$ cat config.mk
export PLATFORM = sky130hd
export DESIGN_NAME = wdog_timer
export DESIGN_NICKNAME = d
export VERILOG_FILES = /design/src/rtl/wdog_pkg.sv /design/src/rtl/wdog_regs.sv /design/src/rtl/wdog_count.sv /design/src/rtl/wdog_pulse.sv /design/src/rtl/wdog_timer.sv
export SDC_FILE = /design/constraint.sdc
export NUM_CORES = 1
export LEC_CHECK = 0
export BUFFER_PORTS_ARGS = -buffer_cell sky130_fd_sc_hd__buf_2
export CAP_MARGIN = 25
export CORE_MARGIN = 5
export CORE_UTILIZATION = 45
export CTS_CLUSTER_DIAMETER = 30
export DETAILED_ROUTE_END_ITERATION = 8
export GPL_ROUTABILITY_DRIVEN = 0
export PLACE_DENSITY = 0.67
export SLEW_MARGIN = 20
export SYNTH_ARGS = -nofsm -noshare
export SYNTH_HDL_FRONTEND = slang
export SYNTH_SLANG_ARGS = --single-unit
$ cat constraint.sdc
create_clock -name clk -period 6.67 [get_ports clk]
set_input_delay 1.334 -clock clk [delete_from_list [all_inputs] [get_ports clk]]
set_output_delay 1.334 -clock clk [all_outputs]
set_load 0.01 [all_outputs]
$ cat src/rtl/wdog_pkg.sv
package wdog_pkg;

  localparam int REG_W = 32;
  localparam int STC_W = 8;
  localparam logic [REG_W-1:0] KICK_KEY = 32'h0000_4755;

  typedef enum logic [2:0] {
    A_COUNT  = 3'd0,
    A_RELOAD = 3'd1,
    A_KICK   = 3'd2,
    A_CTRL   = 3'd3,
    A_STAT   = 3'd4,
    A_CLR    = 3'd5,
    A_WIDTH  = 3'd6,
    A_MASK   = 3'd7
  } reg_addr_e;

  typedef enum logic [1:0] {
    SCOPE_SOC  = 2'd0,
    SCOPE_CHIP = 2'd1,
    SCOPE_CPU  = 2'd2,
    SCOPE_NONE = 2'd3
  } scope_e;

  typedef struct packed {
    logic   boot2;
    scope_e scope;
    logic   tick_ext;
    logic   rst_en;
    logic   en;
  } ctrl_t;

  function automatic ctrl_t ctrl_unpack(input logic [REG_W-1:0] w);
    ctrl_t c;
    c.en       = w[0];
    c.rst_en   = w[1];
    c.tick_ext = w[4];
    c.scope    = scope_e'(w[6:5]);
    c.boot2    = w[7];
    return c;
  endfunction

  function automatic logic [REG_W-1:0] ctrl_pack(input ctrl_t c);
    logic [REG_W-1:0] w;
    w      = '0;
    w[0]   = c.en;
    w[1]   = c.rst_en;
    w[4]   = c.tick_ext;
    w[6:5] = c.scope;
    w[7]   = c.boot2;
    return w;
  endfunction

endpackage

$ cat src/rtl/wdog_regs.sv
module wdog_regs
  import wdog_pkg::*;
#(
  parameter int CNT_W  = 32,
  parameter int WID_W  = 16,
  parameter int MASK_W = 26,
  parameter logic [CNT_W-1:0] RELOAD_RST = 32'h0000_FFFF
) (
  input  logic              clk,
  input  logic              rst_n,
  input  logic              reg_wr,
  input  logic [2:0]        reg_addr,
  input  logic [REG_W-1:0]  reg_wdata,
  output logic [REG_W-1:0]  reg_rdata,
  input  logic [CNT_W-1:0]  count_i,
  input  logic              expire_i,
  output ctrl_t             ctrl_o,
  output logic [CNT_W-1:0]  reload_o,
  output logic [WID_W-1:0]  width_o,
  output logic [MASK_W-1:0] mask_o,
  output logic              kick_o
);

  localparam logic [STC_W-1:0] STC_MAX = '1;

  ctrl_t             ctrl_q, ctrl_d;
  logic [CNT_W-1:0]  reload_q, reload_d;
  logic [WID_W-1:0]  width_q, width_d;
  logic [MASK_W-1:0] mask_q, mask_d;
  logic              hit_q, hit_d;
  logic              boot_q, boot_d;
  logic [STC_W-1:0]  stc_q, stc_d;

  logic wr_reload, wr_ctrl, wr_clr, wr_width, wr_mask;

  always_comb begin
    wr_reload = reg_wr && (reg_addr == A_RELOAD);
    wr_ctrl   = reg_wr && (reg_addr == A_CTRL);
    wr_clr    = reg_wr && (reg_addr == A_CLR);
    wr_width  = reg_wr && (reg_addr == A_WIDTH);
    wr_mask   = reg_wr && (reg_addr == A_MASK);
    kick_o    = reg_wr && (reg_addr == A_KICK) && (reg_wdata == KICK_KEY);
  end

  // next state
  always_comb begin
    ctrl_d   = ctrl_q;
    reload_d = reload_q;
    width_d  = width_q;
    mask_d   = mask_q;
    hit_d    = hit_q;
    boot_d   = boot_q;
    stc_d    = stc_q;

    if (wr_ctrl)   ctrl_d   = ctrl_unpack(reg_wdata);
    if (wr_reload) reload_d = reg_wdata[CNT_W-1:0];
    if (wr_width)  width_d  = reg_wdata[WID_W-1:0];
    if (wr_mask)   mask_d   = reg_wdata[MASK_W-1:0];

    if (wr_clr) begin
      hit_d  = 1'b0;
      boot_d = 1'b0;
      stc_d  = '0;
    end

    // hardware update on expiry takes precedence over software
    if (expire_i) begin
      ctrl_d.en = 1'b0;
      hit_d     = 1'b1;
      boot_d    = boot_d | ctrl_q.boot2;
      if (stc_d != STC_MAX) stc_d = stc_d + 1'b1;
    end
  end

  // state registers
  always_ff @(posedge clk or negedge rst_n) begin
    if (!rst_n) begin
      ctrl_q   <= '0;
      reload_q <= RELOAD_RST;
      width_q  <= '0;
      mask_q   <= '0;
      hit_q    <= 1'b0;
      boot_q   <= 1'b0;
      stc_q    <= '0;
    end else begin
      ctrl_q   <= ctrl_d;
      reload_q <= reload_d;
      width_q  <= width_d;
      mask_q   <= mask_d;
      hit_q    <= hit_d;
      boot_q   <= boot_d;
      stc_q    <= stc_d;
    end
  end

  // read mux
  always_comb begin
    reg_rdata = '0;
    case (reg_addr)
      A_COUNT:  reg_rdata[CNT_W-1:0]  = count_i;
      A_RELOAD: reg_rdata[CNT_W-1:0]  = reload_q;
      A_CTRL:   reg_rdata             = ctrl_pack(ctrl_q);
      A_STAT: begin
        reg_rdata[0]         = hit_q;
        reg_rdata[1]         = boot_q;
        reg_rdata[8 +: STC_W] = stc_q;
      end
      A_WIDTH:  reg_rdata[WID_W-1:0]  = width_q;
      A_MASK:   reg_rdata[MASK_W-1:0] = mask_q;
      default:  reg_rdata             = '0;
    endcase
  end

  assign ctrl_o   = ctrl_q;
  assign reload_o = reload_q;
  assign width_o  = width_q;
  assign mask_o   = mask_q;

endmodule

$ cat src/rtl/wdog_count.sv
module wdog_count #(
  parameter int CNT_W = 32,
  parameter logic [CNT_W-1:0] RELOAD_RST = 32'h0000_FFFF
) (
  input  logic             clk,
  input  logic             rst_n,
  input  logic             run_i,
  input  logic             tick_i,
  input  logic             load_i,
  input  logic [CNT_W-1:0] reload_i,
  output logic [CNT_W-1:0] count_o,
  output logic             expire_o
);

  localparam logic [CNT_W-1:0] ONE = CNT_W'(1);

  logic [CNT_W-1:0] cnt_q, cnt_d;
  logic             step;
  logic             last;

  always_comb begin
    step     = run_i && tick_i && !load_i;
    last     = (cnt_q <= ONE);
    expire_o = step && last;

    cnt_d = cnt_q;
    if (load_i)       cnt_d = reload_i;
    else if (step)    cnt_d = last ? '0 : cnt_q - ONE;
  end

  always_ff @(posedge clk or negedge rst_n) begin
    if (!rst_n) cnt_q <= RELOAD_RST;
    else        cnt_q <= cnt_d;
  end

  assign count_o = cnt_q;

endmodule

$ cat src/rtl/wdog_pulse.sv
module wdog_pulse
  import wdog_pkg::*;
#(
  parameter int WID_W  = 16,
  parameter int MASK_W = 26
) (
  input  logic              clk,
  input  logic              rst_n,
  input  logic              fire_i,
  input  logic              tick_i,
  input  logic [WID_W-1:0]  width_i,
  input  scope_e            scope_i,
  input  logic [MASK_W-1:0] mask_i,
  output logic              rst_soc_o,
  output logic              rst_chip_o,
  output logic              rst_cpu_o,
  output logic [MASK_W-1:0] rst_periph_o
);

  localparam logic [WID_W-1:0] W_ONE = WID_W'(1);

  logic              act_q, act_d;
  logic [WID_W-1:0]  left_q, left_d;
  scope_e            scope_q, scope_d;
  logic [MASK_W-1:0] mask_q, mask_d;
  logic              soc_grp;

  always_comb begin
    act_d   = act_q;
    left_d  = left_q;
    scope_d = scope_q;
    mask_d  = mask_q;
    if (fire_i) begin
      act_d   = 1'b1;
      left_d  = (width_i == '0) ? W_ONE : width_i;
      scope_d = scope_i;
      mask_d  = mask_i;
    end else if (act_q && tick_i) begin
      if (left_q <= W_ONE) act_d = 1'b0;
      else                 left_d = left_q - W_ONE;
    end
  end

  always_ff @(posedge clk or negedge rst_n) begin
    if (!rst_n) begin
      act_q   <= 1'b0;
      left_q  <= '0;
      scope_q <= SCOPE_SOC;
      mask_q  <= '0;
    end else begin
      act_q   <= act_d;
      left_q  <= left_d;
      scope_q <= scope_d;
      mask_q  <= mask_d;
    end
  end

  assign soc_grp    = act_q && (scope_q == SCOPE_SOC);
  assign rst_soc_o  = soc_grp && (mask_q == '0);
  assign rst_chip_o = act_q && (scope_q == SCOPE_CHIP);
  assign rst_cpu_o  = act_q && (scope_q == SCOPE_CPU);

  for (genvar i = 0; i < MASK_W; i++) begin : g_periph
    assign rst_periph_o[i] = soc_grp && mask_q[i];
  end

endmodule

$ cat src/rtl/wdog_timer.sv
module wdog_timer
  import wdog_pkg::*;
#(
  parameter int CNT_W  = 32,
  parameter int WID_W  = 16,
  parameter int MASK_W = 26,
  parameter logic [CNT_W-1:0] RELOAD_RST = 32'h0000_FFFF
) (
  input  logic              clk,
  input  logic              rst_n,
  input  logic              tick_1m,
  input  logic              reg_wr,
  input  logic [2:0]        reg_addr,
  input  logic [31:0]       reg_wdata,
  output logic [31:0]       reg_rdata,
  output logic              rst_soc,
  output logic              rst_chip,
  output logic              rst_cpu,
  output logic [MASK_W-1:0] rst_periph
);

  ctrl_t             ctrl_w;
  logic [CNT_W-1:0]  count_w;
  logic [CNT_W-1:0]  reload_w;
  logic [WID_W-1:0]  width_w;
  logic [MASK_W-1:0] mask_w;
  logic              kick_w;
  logic              expire_w;
  logic              fire_w;
  logic              tick_w;
  logic              run_w;

  assign tick_w = ctrl_w.tick_ext ? tick_1m : 1'b1;
  assign run_w  = ctrl_w.en;
  assign fire_w = expire_w && ctrl_w.rst_en;

  wdog_regs #(
    .CNT_W(CNT_W), .WID_W(WID_W), .MASK_W(MASK_W), .RELOAD_RST(RELOAD_RST)
  ) regs_i (
    .clk(clk), .rst_n(rst_n),
    .reg_wr(reg_wr), .reg_addr(reg_addr), .reg_wdata(reg_wdata),
    .reg_rdata(reg_rdata),
    .count_i(count_w), .expire_i(expire_w),
    .ctrl_o(ctrl_w), .reload_o(reload_w), .width_o(width_w),
    .mask_o(mask_w), .kick_o(kick_w)
  );

  wdog_count #(
    .CNT_W(CNT_W), .RELOAD_RST(RELOAD_RST)
  ) count_i (
    .clk(clk), .rst_n(rst_n),
    .run_i(run_w), .tick_i(tick_w), .load_i(kick_w),
    .reload_i(reload_w), .count_o(count_w), .expire_o(expire_w)
  );

  wdog_pulse #(
    .WID_W(WID_W), .MASK_W(MASK_W)
  ) pulse_i (
    .clk(clk), .rst_n(rst_n),
    .fire_i(fire_w), .tick_i(tick_w), .width_i(width_w),
    .scope_i(ctrl_w.scope), .mask_i(mask_w),
    .rst_soc_o(rst_soc), .rst_chip_o(rst_chip), .rst_cpu_o(rst_cpu),
    .rst_periph_o(rst_periph)
  );

endmodule

==> impl_metrics.json, run 1 <==
{
  "status": "finished, final reports clean",
  "r2r_end": "pulse_i.left_q[0]",
  "arrival_ps": 3440,
  "dieWidth_um": 151,
  "area.growth.synth_to_final_pct": 14.8,
  "setup_viol": 0,
  "skew_ps": 15.2,
  "coreArea_um2": 19500,
  "clkTransAtPathRegs_ps": 70,
  "io_buffer_count": 99,
  "crit_path_start_kind": "input pin",
  "drt-pass1-iter-count": 5,
  "grt_pass1_wl_mm": 40.5,
  "hold_path_end": "regs_i.hit_q",
  "hold_viol_final": 0,
  "fin_crit_sh": 0.715,
  "htreeDepth": 4,
  "synth_top_cell_by_area": "dfrtp_1",
  "ys_async_sr_fraction": 1.00,
  "critPathMaxFanout": 25,
  "ys_top_cells_by_count": "dfrtp_1, mux2_2, nor2_1, a21oi_1",
  "clock_latency_ps": 440,
  "synth.top_cell.area_share": 0.377,
  "crit_chain": "buf_2 -> and2_1 -> buf_4 -> a211oi_1 -> a21oi_1 -> buf_2",
  "grt_overflow_total": 0,
  "numCtsBuffers": 17,
  "cts_tree": "built",
  "rrSetupSlack_ps": 3430,
  "cts_setup_buffers": 0,
  "routedWlPerCell_um": 21.5,
  "antenna_found_initial": 0,
  "ys_seq_area_frac": 0.471,
  "synth_enable_flop_cells": 0,
  "path_buf_inv": 3,
  "slew_headroom": 0.303,
  "initial_core_util": 0.458,
  "cts_num_sinks": 167,
  "post_cts_resized": 0,
  "antenna_cells": 0,
  "ys_ff_latch": 167,
  "ctsRootBufferMaster": "clkbuf_16",
  "dieHeight_um": 151,
  "yosys-top-cells-area": "dfrtp_1, mux2_2, dfstp_2",
  "synthCells": 841,
  "hold_depth": 1,
  "cp_top_family": "buffers and inverters",
  "cap_violations": 0,
  "worst-setup-path-type": "input pin to primary output",
  "ys.flop_type": "dfrtp_1",
  "tightestPinTransition_ps": 1050,
  "tns_ps": 0,
  "via_per_inst": 6.02,
  "fillers": 1825,
  "syn_area_um2": 8950,
  "leakage_nw": 4.54,
  "ir_drop_mv": 0.181,
  "io_pins": 100,
  "drt_iter0_drc": 656,
  "clock.fmax_mhz": 210,
  "drcViolationCount": 0,
  "holdCritStartpoint": "regs_i.hit_q",
  "grt_max_degree": 106,
  "slowest_delay_ps": 910,
  "place_ws_ps": 1970,
  "fin_crit_ps": 4770,
  "routed_wl_mm": 25.7,
  "final_nets": 965,
  "ys_types": 62,
  "cp.required_ps": 5340,
  "std_cell_rows": 51,
  "ant_nets": 0,
  "hold_buffers": 0,
  "via_count": 7222,
  "worst_setup_path_end_kind": "primary output",
  "yosys_warnings": 0,
  "dieArea_um2": 22800,
  "finalMaxSlewViolations": 0,
  "critical_path.most_common_cell": "buf_2",
  "slowest_stage": "and2_1",
  "setup_ws_ps": 1900,
  "synth.avg_cell_area_um2": 10.6,
  "synthMostInstantiatedCell": "dfrtp_1",
  "grt_use_total": 0.232,
  "reg2reg_from": "count_i.count_o[12]",
  "fin_util": 0.526,
  "drive_above_1_share": 0.308,
  "dpl.hpwl_mm": 18.5,
  "grt_pass1_vias": 7094,
  "reg2regPathDepth": 6,
  "synthesis.nets": 885,
  "hold_path.class": "register to register",
  "clock_path_buffers": 2,
  "powerDensity_nw_per_um2": 316,
  "rsz0062_at_grt": "no"
}
==> cell families (layout without fill, tap and decap cells) <==
| family | after synthesis | count (layout) | share of synthesized area |
|---|---|---|---|
| simple gates | 284 | 284 | 0.177 |
| xor+xnor | 18 | 18 | 0.0176 |
| compound gates | 167 | 167 | 0.125 |
| mux | 142 | 142 | 0.175 |
| flops | 167 | 167 | 0.471 |
| buf+inv | 58 | 151 | 0.0264 |
| fa+ha+maj | 5 | 5 | 0.00699 |
==> how the worst max path moves through the flow <==
stage / start / end / slack [ps] / depth (start not counted)
2_1_floorplan: reg_addr[2] / reg_rdata[10] / 2650 / 6
3_3_place_gp: reg_addr[2] / reg_rdata[12] / 1990 / 6
3_5_place_dp: reg_addr[2] / reg_rdata[8] / 1970 / 6
4_1_cts: reg_addr[2] / reg_rdata[8] / 1960 / 6
5_1_grt: reg_addr[2] / reg_rdata[12] / 1770 / 6
6_report: reg_addr[2] / reg_rdata[8] / 1900 / 6
==> flip-flops by register name (all words and copies together) (netlist names) <==
register	count
regs_i.boot_q	1
count_i.count_o	32
pulse_i.left_q	16
regs_i.reload_o	32
pulse_i.mask_q	26
regs_i.ctrl_o	6
regs_i.mask_o	26
pulse_i.scope_q	2
regs_i.width_o	16
pulse_i.act_q	1
regs_i.stc_q	8
regs_i.hit_q	1
==> metal layers <==
| metal | track usage | wire length (µm) | share of wire | vias to the layer above |
|---|---|---|---|---|
| met3 | 0.0422 | 1480 | 0.058 | 34 |
| met4 | 0.0680 | 538 | 0.021 | 0 |
| li1 | - | - | - | 3296 |
| met2 | 0.370 | 12200 | 0.48 | 259 |
| met1 | 0.326 | 11500 | 0.45 | 3633 |
| met5 | 0 | 0 | 0 | - |
==> layout make-up <==
cell class	instances	area, µm²	share of cell area
clock buffers	17	425	0.0414
clock inverters	15	150	0.0146
inverters	9	33.8	0.00329
multi-input cells	616	4510	0.439
flip-flops and latches	167	4220	0.411
well taps	265	332	0.0323
repair buffers	110	604	0.0588
==> stage by stage <==
stage	power (W)	cells	hold WS [ps]	cell area [µm²]
2_1_floorplan	0.00198	841	449	8950
3_3_place_gp	0.00226	1166	466	9670
3_5_place_dp	0.00227	1166	476	9670
4_1_cts	0.00325	1198	488	10200
5_1_grt	0.00341	1199	505	10300
6_report	0.00324	1199	490	10300
==> power breakdown <==
| group | internal (W) | switching, W | total (W) |
|---|---|---|---|
| clock network | 0.000499 | 0.000472 | 0.000971 |
| registers | 0.00126 | 0.000260 | 0.00151 |
| logic | 0.000344 | 0.000414 | 0.000758 |
==> cells in the final DEF (no fill, tap or decap), drive strengths merged, types with 18 or more instances in the layout <==
cell type,n
dfrtp,135
mux2,117
buf,110
nor2,73
a21oi,48
nand2,39
dfstp,32
and2,30
nor4,26
mux2i,25
o21ai,23
a22o,21
nand3,19
nor3,19
inv,19
or3,18
(Power assumes the default switching activity.)
==> run 2, diff against run 1 <==
Settings changed: PLACE_DENSITY 0.67 to 0.69.
Clock period 6.67 ns to 4.3 ns, I/O delays scaled along.
==> run 2 against run 1 <==
Effect of this change:
- clock skew decreased by 1.5 ps
- critical path type unchanged
- critical endpoint is now reg_rdata[25]
- critical path depth decreased by 1
- worst hold slack got worse by 75 ps
- clock power increased by 58%
- die area unchanged
- sequential power increased by 53%
==> impl_metrics.json, run 2 (same netlist as run 1, synthesis figures left out) <==
{
  "ant_nets": 0,
  "hold_path.class": "input pin to async pin",
  "drt_iter0_drc": 636,
  "dpl.hpwl_mm": 18.3,
  "routedWlPerCell_um": 20.8,
  "dieHeight_um": 151,
  "fin_crit_sh": 0.778,
  "worst-setup-path-type": "input pin to primary output",
  "worst_setup_path_end_kind": "primary output",
  "placed_area_um2": 9770,
  "finalMaxSlewViolations": 0,
  "clock_path_buffers": 2,
  "final_cell_mix": "dfrtp_1, buf_2, mux2_2",
  "io_buffer_count": 99,
  "initial_core_util": 0.458,
  "tns_ps": 0,
  "final_common_cell": "dfrtp_1",
  "drcViolationCount": 0,
  "grt_overflow_total": 0,
  "via_count": 7193,
  "htreeDepth": 4,
  "dieWidth_um": 151,
  "cap_violations": 0,
  "antenna_cells": 0,
  "cts_tree": "built",
  "antenna_found_initial": 0,
  "clock_latency_ps": 440,
  "drt-pass1-iter-count": 5,
  "skew_ps": 13.7,
  "grt_use_total": 0.228,
  "multi_input_area_um2": 4510,
  "via_per_inst": 5.96,
  "clkTransAtPathRegs_ps": 70,
  "grt_pass1_vias": 7185,
  "fin_crit_ps": 3350,
  "rsz0062_at_grt": "no",
  "ctsRootBufferMaster": "clkbuf_16",
  "ir_drop_mv": 0.313,
  "area.growth.synth_to_final_pct": 15.9,
  "fin_util": 0.531,
  "arrival_ps": 2490,
  "grt_max_degree": 71,
  "cp.required_ps": 3440,
  "hold_buffers": 0,
  "tightestPinTransition_ps": 955,
  "cts_setup_buffers": 0,
  "clock.fmax_mhz": 299,
  "numCtsBuffers": 17,
  "setup_viol": 0,
  "dieArea_um2": 22800,
  "ff_latch_area_um2": 4220,
  "hold_viol_final": 0,
  "fin_area_um2": 10400,
  "p_total_w": 0.00504,
  "critPathMaxFanout": 14,
  "routed_wl_mm": 25.1,
  "post_cts_resized": 0,
  "status": "finished, final reports clean",
  "slew_headroom": 0.362,
  "io_pins": 100,
  "leakage_nw": 4.58,
  "crit_path_start_kind": "input pin",
  "fillers": 1755,
  "std_cell_rows": 51,
  "powerDensity_nw_per_um2": 486,
  "final_nets": 973,
  "grt_pass1_wl_mm": 40.2,
  "cts_num_sinks": 167,
  "coreArea_um2": 19500,
  "drive_above_1_share": 0.312
}
-- run 2: cell types whose count changed in the layout (fill, tap and decap cells not counted), moves of 2 or more --
cell	before	now
inv_6	6	3
clkinv_4	0	2
buf_4	10	16
buf_12	0	3
inv_8	4	2
-- run 2: metrics by stage --
step | hold slack (ps) | cells | setup WS (ps)
floorplan | 449 | 841 | 1230
global placement | 461 | 1175 | 973
detailed placement | 466 | 1175 | 948
CTS | 446 | 1207 | 960
global route | 471 | 1207 | 855
finish | 416 | 1207 | 955
-- run 2: worst paths after layout --
check	start	endpoint	slack [ps]	cells after the start
setup / recovery	reg_addr[2]	reg_rdata[25]	950	5
hold / removal	rst_n	regs_i.reload_o[23]	420	1
setup reg to reg	count_i.count_o[12]	pulse_i.left_q[0]	1200	6
hold reg to reg	regs_i.hit_q	regs_i.hit_q	480	1
max in group asynchronous	rst_n	regs_i.reload_o[0]	2890	2
min in group clk	regs_i.hit_q	regs_i.hit_q	480	1
-- run 2: area by class of cell --
cell class,instances,share of cell area
multi-input cells,616,0.435
well taps,265,0.0320
flip-flops and latches,167,0.407
clock inverters,14,0.0162
clock buffers,18,0.0414
inverters,9,0.00326
repair buffers,118,0.0658
-- run 2: critical path, stage by stage --
cell,delay (ps)
buf_2,220
or2_2,440
nor2_1,530
a22o_1,280
buf_2,140
-- run 2: routing by layer --
layer,vias to the layer above,GRT usage,wire [µm]
met1,3590,0.318,11000
met3,31,0.0362,1550
met4,0,0.0662,414
li1,3313,-,-
met5,-,0,0
met2,259,0.369,12100
-- run 2: power breakdown --
group	switching, W	total [W]	internal, W
registers	0.000368	0.00231	0.00195
logic	0.000651	0.00119	0.000541
clock network	0.000707	0.00153	0.000826
total	0.00173	0.00504	0.00331
==> run 3, diff against run 2 <==
Settings changed: ABC_AREA set to 1.
Clock period 4.3 ns to 2.8 ns, I/O delays scaled along.
==> run 3 against run 2 <==
Effect of this change:
- first-iteration DRC count up 30%
- sequential power up 56%
- die area up 3.6%
- core utilization is 0.060 points higher
- sequential share of layout area is 1.6 points lower
- flip-flop and latch count did not move
- total power is 68% higher
- combinational power grew 110%
- clock power up 51%
- cell area grew 4.1%
- non-clock buffer count increased by 16
- critical path type unchanged
- synthesized cell count increased by 46%
==> impl_metrics.json, run 3 <==
{
  "dpl.hpwl_mm": 21.7,
  "htreeDepth": 4,
  "placed_area_um2": 10200,
  "clock_path_buffers": 2,
  "rrSetupSlack_ps": 550,
  "dieHeight_um": 154,
  "ctsRootBufferMaster": "clkbuf_16",
  "rsz0062_at_grt": "no",
  "drt_iter0_drc": 829,
  "ir_drop_mv": 0.418,
  "skew_ps": 19.1,
  "antenna_found_initial": 2,
  "ant_nets": 0,
  "synth_compound_area_frac": 0.133,
  "slowest_delay_ps": 390,
  "ys.flop_type": "dfrtp_1",
  "finalMaxSlewViolations": 0,
  "via_count": 8833,
  "synth_enable_flop_cells": 0,
  "post_cts_resized": 0,
  "initial_core_util": 0.458,
  "setup_viol": 0,
  "critPathMaxFanout": 10,
  "arrival_ps": 2080,
  "slowest_stage": "clkinv_1",
  "crit_chain": "buf_2 -> inv_1 -> nor3_2 -> clkinv_1 -> o221ai_1 -> buf_2",
  "ys_top_cells_by_count": "nand2_1, inv_1, dfrtp_1, o21ai_0, nor2_1",
  "path_buf_inv": 4,
  "cap_violations": 0,
  "r2r_end": "count_i.count_o[30]",
  "fin_crit_ps": 2640,
  "hold_path.class": "input pin to async pin",
  "drive_above_1_share": 0.172,
  "setup_ws_ps": 159,
  "synth.top_cell.area_share": 0.363,
  "ys_seq_area_frac": 0.454,
  "synthesis.nets": 1273,
  "drt-pass1-iter-count": 6,
  "hold_buffers": 0,
  "cts_num_sinks": 167,
  "dieWidth_um": 154,
  "p_total_w": 0.00845,
  "coreArea_um2": 20300,
  "hold_viol_final": 0,
  "synthMuxAreaShare": 0.00363,
  "clkTransAtPathRegs_ps": 60,
  "cp.required_ps": 2240,
  "synth_top_cell_by_area": "dfrtp_1",
  "tightestPinTransition_ps": 639,
  "crit_path_start_kind": "input pin",
  "synthMostInstantiatedCell": "nand2_1",
  "ys_ff_latch": 167,
  "grt_pass1_vias": 8377,
  "area.growth.synth_to_final_pct": 16.1,
  "final_cell_mix": "nand2_1, inv_1, dfrtp_1",
  "worst-setup-path-type": "input pin to primary output",
  "io_pins": 100,
  "routed_wl_mm": 28.9,
  "critical_path.most_common_cell": "buf_2",
  "grt_max_degree": 63,
  "yosys.area_share.simple": 0.285,
  "synth_top_family_by_area": "simple AND/OR/NAND/NOR gates",
  "yosys_warnings": 0,
  "dieArea_um2": 23600,
  "tns_ps": 0,
  "syn_area_um2": 9300,
  "final_nets": 1376,
  "cts_setup_buffers": 0,
  "io_buffer_count": 99,
  "cts_tree": "built",
  "clock_latency_ps": 440,
  "synth.avg_cell_area_um2": 7.57,
  "drcViolationCount": 0,
  "ys_async_sr_fraction": 1.00,
  "via_per_inst": 5.47,
  "routedWlPerCell_um": 17.9,
  "powerDensity_nw_per_um2": 783,
  "final_common_cell": "nand2_1",
  "synth-adder-area-share": 0.00673,
  "grt_pass1_wl_mm": 45.9,
  "leakage_nw": 5.26,
  "synthCells": 1229,
  "ys_types": 39,
  "cp_top_family": "buffers and inverters",
  "fin_crit_sh": 0.943,
  "clock.fmax_mhz": 379,
  "synth_xor_area_frac": 0.0311,
  "fillers": 1991,
  "fin_area_um2": 10800,
  "status": "finished, final reports clean",
  "worst_setup_path_end_kind": "primary output",
  "grt_overflow_total": 0,
  "slew_headroom": 0.573,
  "reg2reg_from": "count_i.count_o[1]",
  "place_ws_ps": 214,
  "numCtsBuffers": 17,
  "yosys-top-cells-area": "dfrtp_1, nand2_1, dfstp_2",
  "fin_util": 0.532,
  "reg2regPathDepth": 11,
  "grt_use_total": 0.244,
  "std_cell_rows": 52
}
## run 3: changes by cell type after synthesis, moves of 17 or more
cell	delta
nand2_1	+295
inv_1	+137
o21ai_0	+97
mux2_2	-91
nand3_1	+81
nor2_1	+44
a21oi_1	-42
and2_1	-29
mux2i_1	-25
mux2_1	-23
a22o_1	-21
o211ai_1	+17
or3_1	-17
xor2_1	+17
## run 3: cell type report
type	count	area, µm²	share of cell area
Antenna cell	1	2.50	0.000232
Clock buffer	20	457	0.0423
Clock inverter	12	116	0.0108
Inverter	151	567	0.0525
Multi-Input combinational cell	861	4280	0.396
Sequential cell	167	4220	0.391
Tap cell	270	338	0.0313
Timing Repair Buffer	134	815	0.0755
## run 3: cell families (layout without fill, tap and decap cells)
family	count (synthesis)	after routing
compound gates	202	202
xor+xnor	33	33
fa+ha+maj	5	5
buf+inv	201	317
flops	167	167
mux	3	3
other cells	0	1
simple gates	618	618
## run 3: how the worst max path moves through the flow
stage / start / end / slack (ps) / depth (start not counted)
after floorplan: reg_addr[1] / regs_i.stc_q[1] / 570 / 13
after global placement: reg_addr[0] / reg_rdata[17] / 240 / 6
after detailed placement: reg_addr[0] / reg_rdata[17] / 210 / 6
after CTS: reg_addr[0] / reg_rdata[17] / 200 / 6
after global routing: reg_addr[0] / reg_rdata[17] / 90 / 6
final: reg_addr[0] / reg_rdata[17] / 160 / 6
## run 3: power breakdown
group | internal (W) | switching, W
Combinational | 0.000912 | 0.00163
Sequential | 0.00303 | 0.000575
Clock | 0.00128 | 0.00102
Total | 0.00522 | 0.00322
## run 3: through the flow
stage | hold slack, ps | std cells
2_1_floorplan | 264 | 1229
3_3_place_gp | 466 | 1583
3_5_place_dp | 473 | 1583
4_1_cts | 132 | 1615
5_1_grt | 167 | 1616
6_report | 117 | 1616
## run 3: layer usage
layer  vias to the layer above  wire length (µm)  global-route usage
li1                       4215                 -                   -
met1                      4203             12100               0.328
met2                       341             13600               0.390
met3                        72              1900              0.0458
met4                         2              1230               0.100
met5                         -                10                   0
